### src/rtl/pcc_pkg.sv
package pcc_pkg;

  localparam int ALUOP_W = 2;

  typedef struct packed {
    logic               alu_src;
    logic [ALUOP_W-1:0] alu_op;
    logic               reg_dst;
  } ex_ctl_t;

  typedef struct packed {
    logic mem_read;
    logic mem_write;
    logic branch;
  } mem_ctl_t;

  typedef struct packed {
    logic reg_write;
    logic mem_to_reg;
  } wb_ctl_t;

  localparam int EX_CTL_W  = $bits(ex_ctl_t);
  localparam int MEM_CTL_W = $bits(mem_ctl_t);
  localparam int WB_CTL_W  = $bits(wb_ctl_t);

endpackage

### src/rtl/pcc_stage_reg.sv
module pcc_stage_reg #(
  parameter int W = 8
) (
  input  logic         clk,
  input  logic         rst,
  input  logic         en,
  input  logic [W-1:0] d,
  output logic [W-1:0] q
);

  always_ff @(posedge clk) begin
    if (rst)     q <= '0;
    else if (en) q <= d;
  end

endmodule

### src/rtl/pcc_idex_buf.sv
module pcc_idex_buf
  import pcc_pkg::*;
#(
  parameter int REG_W = 5
) (
  input  logic             clk,
  input  logic             rst,
  input  logic             en,
  input  ex_ctl_t          ex_d,
  input  mem_ctl_t         mem_d,
  input  wb_ctl_t          wb_d,
  input  logic [REG_W-1:0] rs_d,
  input  logic [REG_W-1:0] rt_d,
  input  logic [REG_W-1:0] rd_d,
  output ex_ctl_t          ex_q,
  output mem_ctl_t         mem_q,
  output wb_ctl_t          wb_q,
  output logic [REG_W-1:0] rs_q,
  output logic [REG_W-1:0] rt_q,
  output logic [REG_W-1:0] rd_q
);

  localparam int W = EX_CTL_W + MEM_CTL_W + WB_CTL_W + 3 * REG_W;

  logic [W-1:0] d_vec, q_vec;

  assign d_vec = {ex_d, mem_d, wb_d, rs_d, rt_d, rd_d};
  assign {ex_q, mem_q, wb_q, rs_q, rt_q, rd_q} = q_vec;

  pcc_stage_reg #(.W(W)) u_reg (
    .clk(clk), .rst(rst), .en(en), .d(d_vec), .q(q_vec)
  );

endmodule

### src/rtl/pcc_exmem_buf.sv
module pcc_exmem_buf
  import pcc_pkg::*;
#(
  parameter int REG_W = 5
) (
  input  logic             clk,
  input  logic             rst,
  input  logic             en,
  input  mem_ctl_t         mem_d,
  input  wb_ctl_t          wb_d,
  input  logic [REG_W-1:0] rd_d,
  output mem_ctl_t         mem_q,
  output wb_ctl_t          wb_q,
  output logic [REG_W-1:0] rd_q
);

  localparam int W = MEM_CTL_W + WB_CTL_W + REG_W;

  logic [W-1:0] d_vec, q_vec;

  assign d_vec = {mem_d, wb_d, rd_d};
  assign {mem_q, wb_q, rd_q} = q_vec;

  pcc_stage_reg #(.W(W)) u_reg (
    .clk(clk), .rst(rst), .en(en), .d(d_vec), .q(q_vec)
  );

endmodule

### src/rtl/pcc_memwb_buf.sv
module pcc_memwb_buf
  import pcc_pkg::*;
#(
  parameter int REG_W = 5
) (
  input  logic             clk,
  input  logic             rst,
  input  logic             en,
  input  wb_ctl_t          wb_d,
  input  logic [REG_W-1:0] rd_d,
  output wb_ctl_t          wb_q,
  output logic [REG_W-1:0] rd_q
);

  localparam int W = WB_CTL_W + REG_W;

  logic [W-1:0] d_vec, q_vec;

  assign d_vec = {wb_d, rd_d};
  assign {wb_q, rd_q} = q_vec;

  pcc_stage_reg #(.W(W)) u_reg (
    .clk(clk), .rst(rst), .en(en), .d(d_vec), .q(q_vec)
  );

endmodule

### src/rtl/pipe_ctrl_carrier.sv
module pipe_ctrl_carrier
  import pcc_pkg::*;
#(
  parameter int REG_W = 5
) (
  input  logic                clk,
  input  logic                rst,
  input  logic                adv,
  input  logic                id_alu_src,
  input  logic [ALUOP_W-1:0]  id_alu_op,
  input  logic                id_reg_dst,
  input  logic                id_mem_read,
  input  logic                id_mem_write,
  input  logic                id_branch,
  input  logic                id_reg_write,
  input  logic                id_mem_to_reg,
  input  logic [REG_W-1:0]    id_rs,
  input  logic [REG_W-1:0]    id_rt,
  input  logic [REG_W-1:0]    id_rd,
  output logic                ex_alu_src,
  output logic [ALUOP_W-1:0]  ex_alu_op,
  output logic                ex_reg_dst,
  output logic                ex_mem_read,
  output logic                ex_mem_write,
  output logic                ex_branch,
  output logic                ex_reg_write,
  output logic                ex_mem_to_reg,
  output logic [REG_W-1:0]    ex_rs,
  output logic [REG_W-1:0]    ex_rt,
  output logic [REG_W-1:0]    ex_rd,
  output logic                mem_mem_read,
  output logic                mem_mem_write,
  output logic                mem_branch,
  output logic                mem_reg_write,
  output logic                mem_mem_to_reg,
  output logic [REG_W-1:0]    mem_rd,
  output logic                wb_reg_write,
  output logic                wb_mem_to_reg,
  output logic [REG_W-1:0]    wb_rd
);

  // decode-side bundles
  ex_ctl_t  id_ex_c;
  mem_ctl_t id_mem_c;
  wb_ctl_t  id_wb_c;

  assign id_ex_c  = '{alu_src: id_alu_src, alu_op: id_alu_op, reg_dst: id_reg_dst};
  assign id_mem_c = '{mem_read: id_mem_read, mem_write: id_mem_write, branch: id_branch};
  assign id_wb_c  = '{reg_write: id_reg_write, mem_to_reg: id_mem_to_reg};

  // execute stage (ID/EX buffer)
  ex_ctl_t  s1_ex_c;
  mem_ctl_t s1_mem_c;
  wb_ctl_t  s1_wb_c;
  logic [REG_W-1:0] s1_rs, s1_rt, s1_rd;

  pcc_idex_buf #(.REG_W(REG_W)) u_idex (
    .clk(clk), .rst(rst), .en(adv),
    .ex_d(id_ex_c), .mem_d(id_mem_c), .wb_d(id_wb_c),
    .rs_d(id_rs), .rt_d(id_rt), .rd_d(id_rd),
    .ex_q(s1_ex_c), .mem_q(s1_mem_c), .wb_q(s1_wb_c),
    .rs_q(s1_rs), .rt_q(s1_rt), .rd_q(s1_rd)
  );

  // memory stage (EX/MEM buffer): execute group dropped
  mem_ctl_t s2_mem_c;
  wb_ctl_t  s2_wb_c;
  logic [REG_W-1:0] s2_rd;

  pcc_exmem_buf #(.REG_W(REG_W)) u_exmem (
    .clk(clk), .rst(rst), .en(adv),
    .mem_d(s1_mem_c), .wb_d(s1_wb_c), .rd_d(s1_rd),
    .mem_q(s2_mem_c), .wb_q(s2_wb_c), .rd_q(s2_rd)
  );

  // writeback stage (MEM/WB buffer): only writeback group and rd
  wb_ctl_t s3_wb_c;
  logic [REG_W-1:0] s3_rd;

  pcc_memwb_buf #(.REG_W(REG_W)) u_memwb (
    .clk(clk), .rst(rst), .en(adv),
    .wb_d(s2_wb_c), .rd_d(s2_rd),
    .wb_q(s3_wb_c), .rd_q(s3_rd)
  );

  assign ex_alu_src     = s1_ex_c.alu_src;
  assign ex_alu_op      = s1_ex_c.alu_op;
  assign ex_reg_dst     = s1_ex_c.reg_dst;
  assign ex_mem_read    = s1_mem_c.mem_read;
  assign ex_mem_write   = s1_mem_c.mem_write;
  assign ex_branch      = s1_mem_c.branch;
  assign ex_reg_write   = s1_wb_c.reg_write;
  assign ex_mem_to_reg  = s1_wb_c.mem_to_reg;
  assign ex_rs          = s1_rs;
  assign ex_rt          = s1_rt;
  assign ex_rd          = s1_rd;

  assign mem_mem_read   = s2_mem_c.mem_read;
  assign mem_mem_write  = s2_mem_c.mem_write;
  assign mem_branch     = s2_mem_c.branch;
  assign mem_reg_write  = s2_wb_c.reg_write;
  assign mem_mem_to_reg = s2_wb_c.mem_to_reg;
  assign mem_rd         = s2_rd;

  assign wb_reg_write   = s3_wb_c.reg_write;
  assign wb_mem_to_reg  = s3_wb_c.mem_to_reg;
  assign wb_rd          = s3_rd;

endmodule

### config.mk
export PLATFORM = sky130hd
export DESIGN_NAME = pipe_ctrl_carrier
export DESIGN_NICKNAME = d
export VERILOG_FILES = /design/src/rtl/pcc_pkg.sv /design/src/rtl/pcc_stage_reg.sv /design/src/rtl/pcc_idex_buf.sv /design/src/rtl/pcc_exmem_buf.sv /design/src/rtl/pcc_memwb_buf.sv /design/src/rtl/pipe_ctrl_carrier.sv
export SDC_FILE = /design/constraint.sdc
export NUM_CORES = 1
export LEC_CHECK = 0
export ABC_AREA = 1
export BUFFER_PORTS_ARGS = -buffer_cell sky130_fd_sc_hd__buf_4
export CORE_MARGIN = 3
export CORE_UTILIZATION = 40
export CTS_CLUSTER_DIAMETER = 120
export DETAILED_ROUTE_END_ITERATION = 12
export PLACE_DENSITY = 0.74
export SETUP_SLACK_MARGIN = 0.1
export SYNTH_ARGS = -nofsm -noshare
export SYNTH_HDL_FRONTEND = slang
export SYNTH_SLANG_ARGS = --single-unit
### constraint.sdc
create_clock -name clk -period 1 [get_ports clk]
set_clock_uncertainty 0.15 [all_clocks]
set_input_delay 0.2 -clock clk [delete_from_list [all_inputs] [get_ports clk]]
set_output_delay 0.2 -clock clk [all_outputs]
set_load 0.005 [all_outputs]
==> reports/metrics.cfg <==
[cells_and_area]
ff_latch_area_um2=872
syn_to_final_growth_pct=59.4
nNetsFinal=371
diodes=0
fillers=375
multiInputGateArea_um2=633
drive_gt1_share_pct=44.6

[timing]
hold_viol_final=0
post-route-period-util_pct=109
worst_slack_ns=-0.0913
tightest_slew_ns=0.176
grt_setup_unrepaired=yes
drv_slew=0
fin_hold_ws_ns=0.0457
post-route-min-period_ns=1.09
clock.fmax_mhz=916
setup_viol=41
slew_headroom_pct=88.3

[drt]
dr_total_vias=1669
wirelength_um=3830
drtAntennaViolNets=0
dr.max_layer_used=met4
met2WireLength_um=1830
firstDrtPassIters=4
drc=0
drt-initial-drc-count=66
met3_wirelength_um=306
routed_via_density=4.23
wl_met1_um=1620
avgRoutedWirePerCell_um=9.70

[synthesis]
synthDistinctLibCells=7
synth_top_area_share_pct=48.3
syn_inst=260
syn_nets=287
ys_ff_latch=41
ys_top_cells_by_area=dfxtp_1 (48%), nand2_1 (18%), nor2_1 (18%)
synth.top_cells.by_count=nand2_1 (82), nor2_1 (82), inv_1 (42), dfxtp_1 (41), buf_6 (5)
postSynth.asyncResetShare_pct=0
syn_avg_cell_area_um2=6.54
ys.flop_type=dfxtp_1
synth_edf_count=0
ys_warn_count=0
yosysTopAreaCell=dfxtp_1
synth_area_um2=1700
ys_seq_area_share_pct=48.3

[global_routing]
antenna_found_initial=0
grt-ovfl-total=0
grt_pass1_wl_um=6250
track_usage_pct=15.3
grt_max_degree=42
grt_pass1_vias=1458

[status]
violations=setup timing
status=finished, violations left

[run]
maxCapViolations=0

[floorplan]
dieArea_um2=5070
ios=68
num_rows=23
initial_core_util_pct=41.9
dieWidth_um=71.2
die_y_um=71.2
coreArea_um2=4060

[critical_path]
crit_path_start_kind=register
cp_slowest_cell=dfxtp_2
startpoint=u_idex.u_reg.q[3]
cp_num_buf_inv=1
crit_fanout=2
path_class=register to primary output
cp-endpoint=ex_rd[3]
rrSetupSlack_ns=0.10
r2r-start=u_idex.u_reg.q[2]
slowest_delay_ns=0.36
r2r-end=u_exmem.u_reg.q[2]
critPathCaptureType=primary output
crit_arrival_ns=0.74
reg2reg_depth=5
worstSetupPathDepth=1
crit_family=flip-flops
cp.required_ns=0.65
crit_chain=buf_6

[power]
power_mw=3.62
p_per_area_nw_per_um2=1340
ir_drop_mv=0.816
p_leak_nw=1.47

[clocking]
numCtsBuffers=5
cts_sinks=41
clock_latency_ns=0.28
cts_buffer_depth=2
cts_tree=done
clk_pin_slew_ns=0.07
clock-root-buffer=clkbuf_8
htree_levels=2

[place]
port_buffers=67
hpwl_um=2390
routabilityCongestion=0.725

[hold_path]
hold_path.class=primary input to register
hold_path.startpoint=id_rs[0]

cells by family after synthesis:
family / share of synthesized area (%)
buffers and inverters: 15.5
AND/OR/NAND/NOR: 36.2
flip-flops: 48.3
how the worst min path moves through the flow:
stage	end	slack (ns)	cells after the start
after floorplan	u_idex.u_reg.q[16]	0.23	3
after global placement	u_memwb.u_reg.q[3]	0.31	2
after detailed placement	u_idex.u_reg.q[21]	0.31	2
after CTS	u_idex.u_reg.q[11]	0.04	5
after global routing	u_idex.u_reg.q[6]	0.06	5
final	u_idex.u_reg.q[10]	0.05	5
worst min-delay path: cells and delay by family:
kind                   cells  cell delay, ns
and+or+nand+nor            3            0.14
buffers and inverters      2            0.10
cell usage in the layout (no fill, tap or decap):
master / instances
buf_12: 3
nand2_2: 3
dfxtp_2: 41
clkbuf_1: 3
inv_1: 31
clkbuf_8: 5
buf_4: 36
nor2_2: 4
inv_2: 11
nand2_1: 79
buf_6: 51
nor2_1: 78
where the power goes:
part           switching [mW]  internal [mW]
Combinational           0.297          0.458
Sequential             0.0838           1.77
Clock                   0.520          0.496
Total                   0.901           2.72
final cells by class:
cell class	count	share of cell area (%)
Timing Repair Buffer	90	33.4
Sequential cell	41	32.2
Multi-Input combinational cell	164	23.4
Inverter	42	5.82
Clock buffer	8	2.95
Tap cell	50	2.31
routing by layer:
layer | global-route usage (%) | vias up
met5 | 0 | -
met4 | 5.64 | 0
met3 | 5.82 | 8
met2 | 24.6 | 53
met1 | 18.7 | 710
li1 | - | 898
state kept, by name, summed over array words and instances (netlist names):
signal / flops
u_exmem.u_reg.q: 10
u_idex.u_reg.q: 24
u_memwb.u_reg.q: 7
what timing repair did:
action                     4_1_cts  5_1_grt
setup buffers                   17        1
gates resized for setup         82       28
hold buffers                     0        0
setup endpoints to repair       41       58
pin swaps                        0        1
through the flow:
stage / setup TNS [ns] / cells / utilization [%] / setup WS [ns] / cell area (um^2)
2_1_floorplan: 0 / 260 / - / 0.130 / 1700
3_3_place_gp: 0 / 370 / 55.3 / 0.0281 / 2240
3_5_place_dp: 0 / 370 / 55.3 / 0.00740 / 2240
4_1_cts: -3.33 / 395 / 65.4 / -0.0957 / 2660
5_1_grt: -4.06 / 395 / 66.8 / -0.123 / 2710
6_report: -2.87 / 395 / 66.8 / -0.0913 / 2710
No activity file was read; power rests on OpenSTA's default activity.
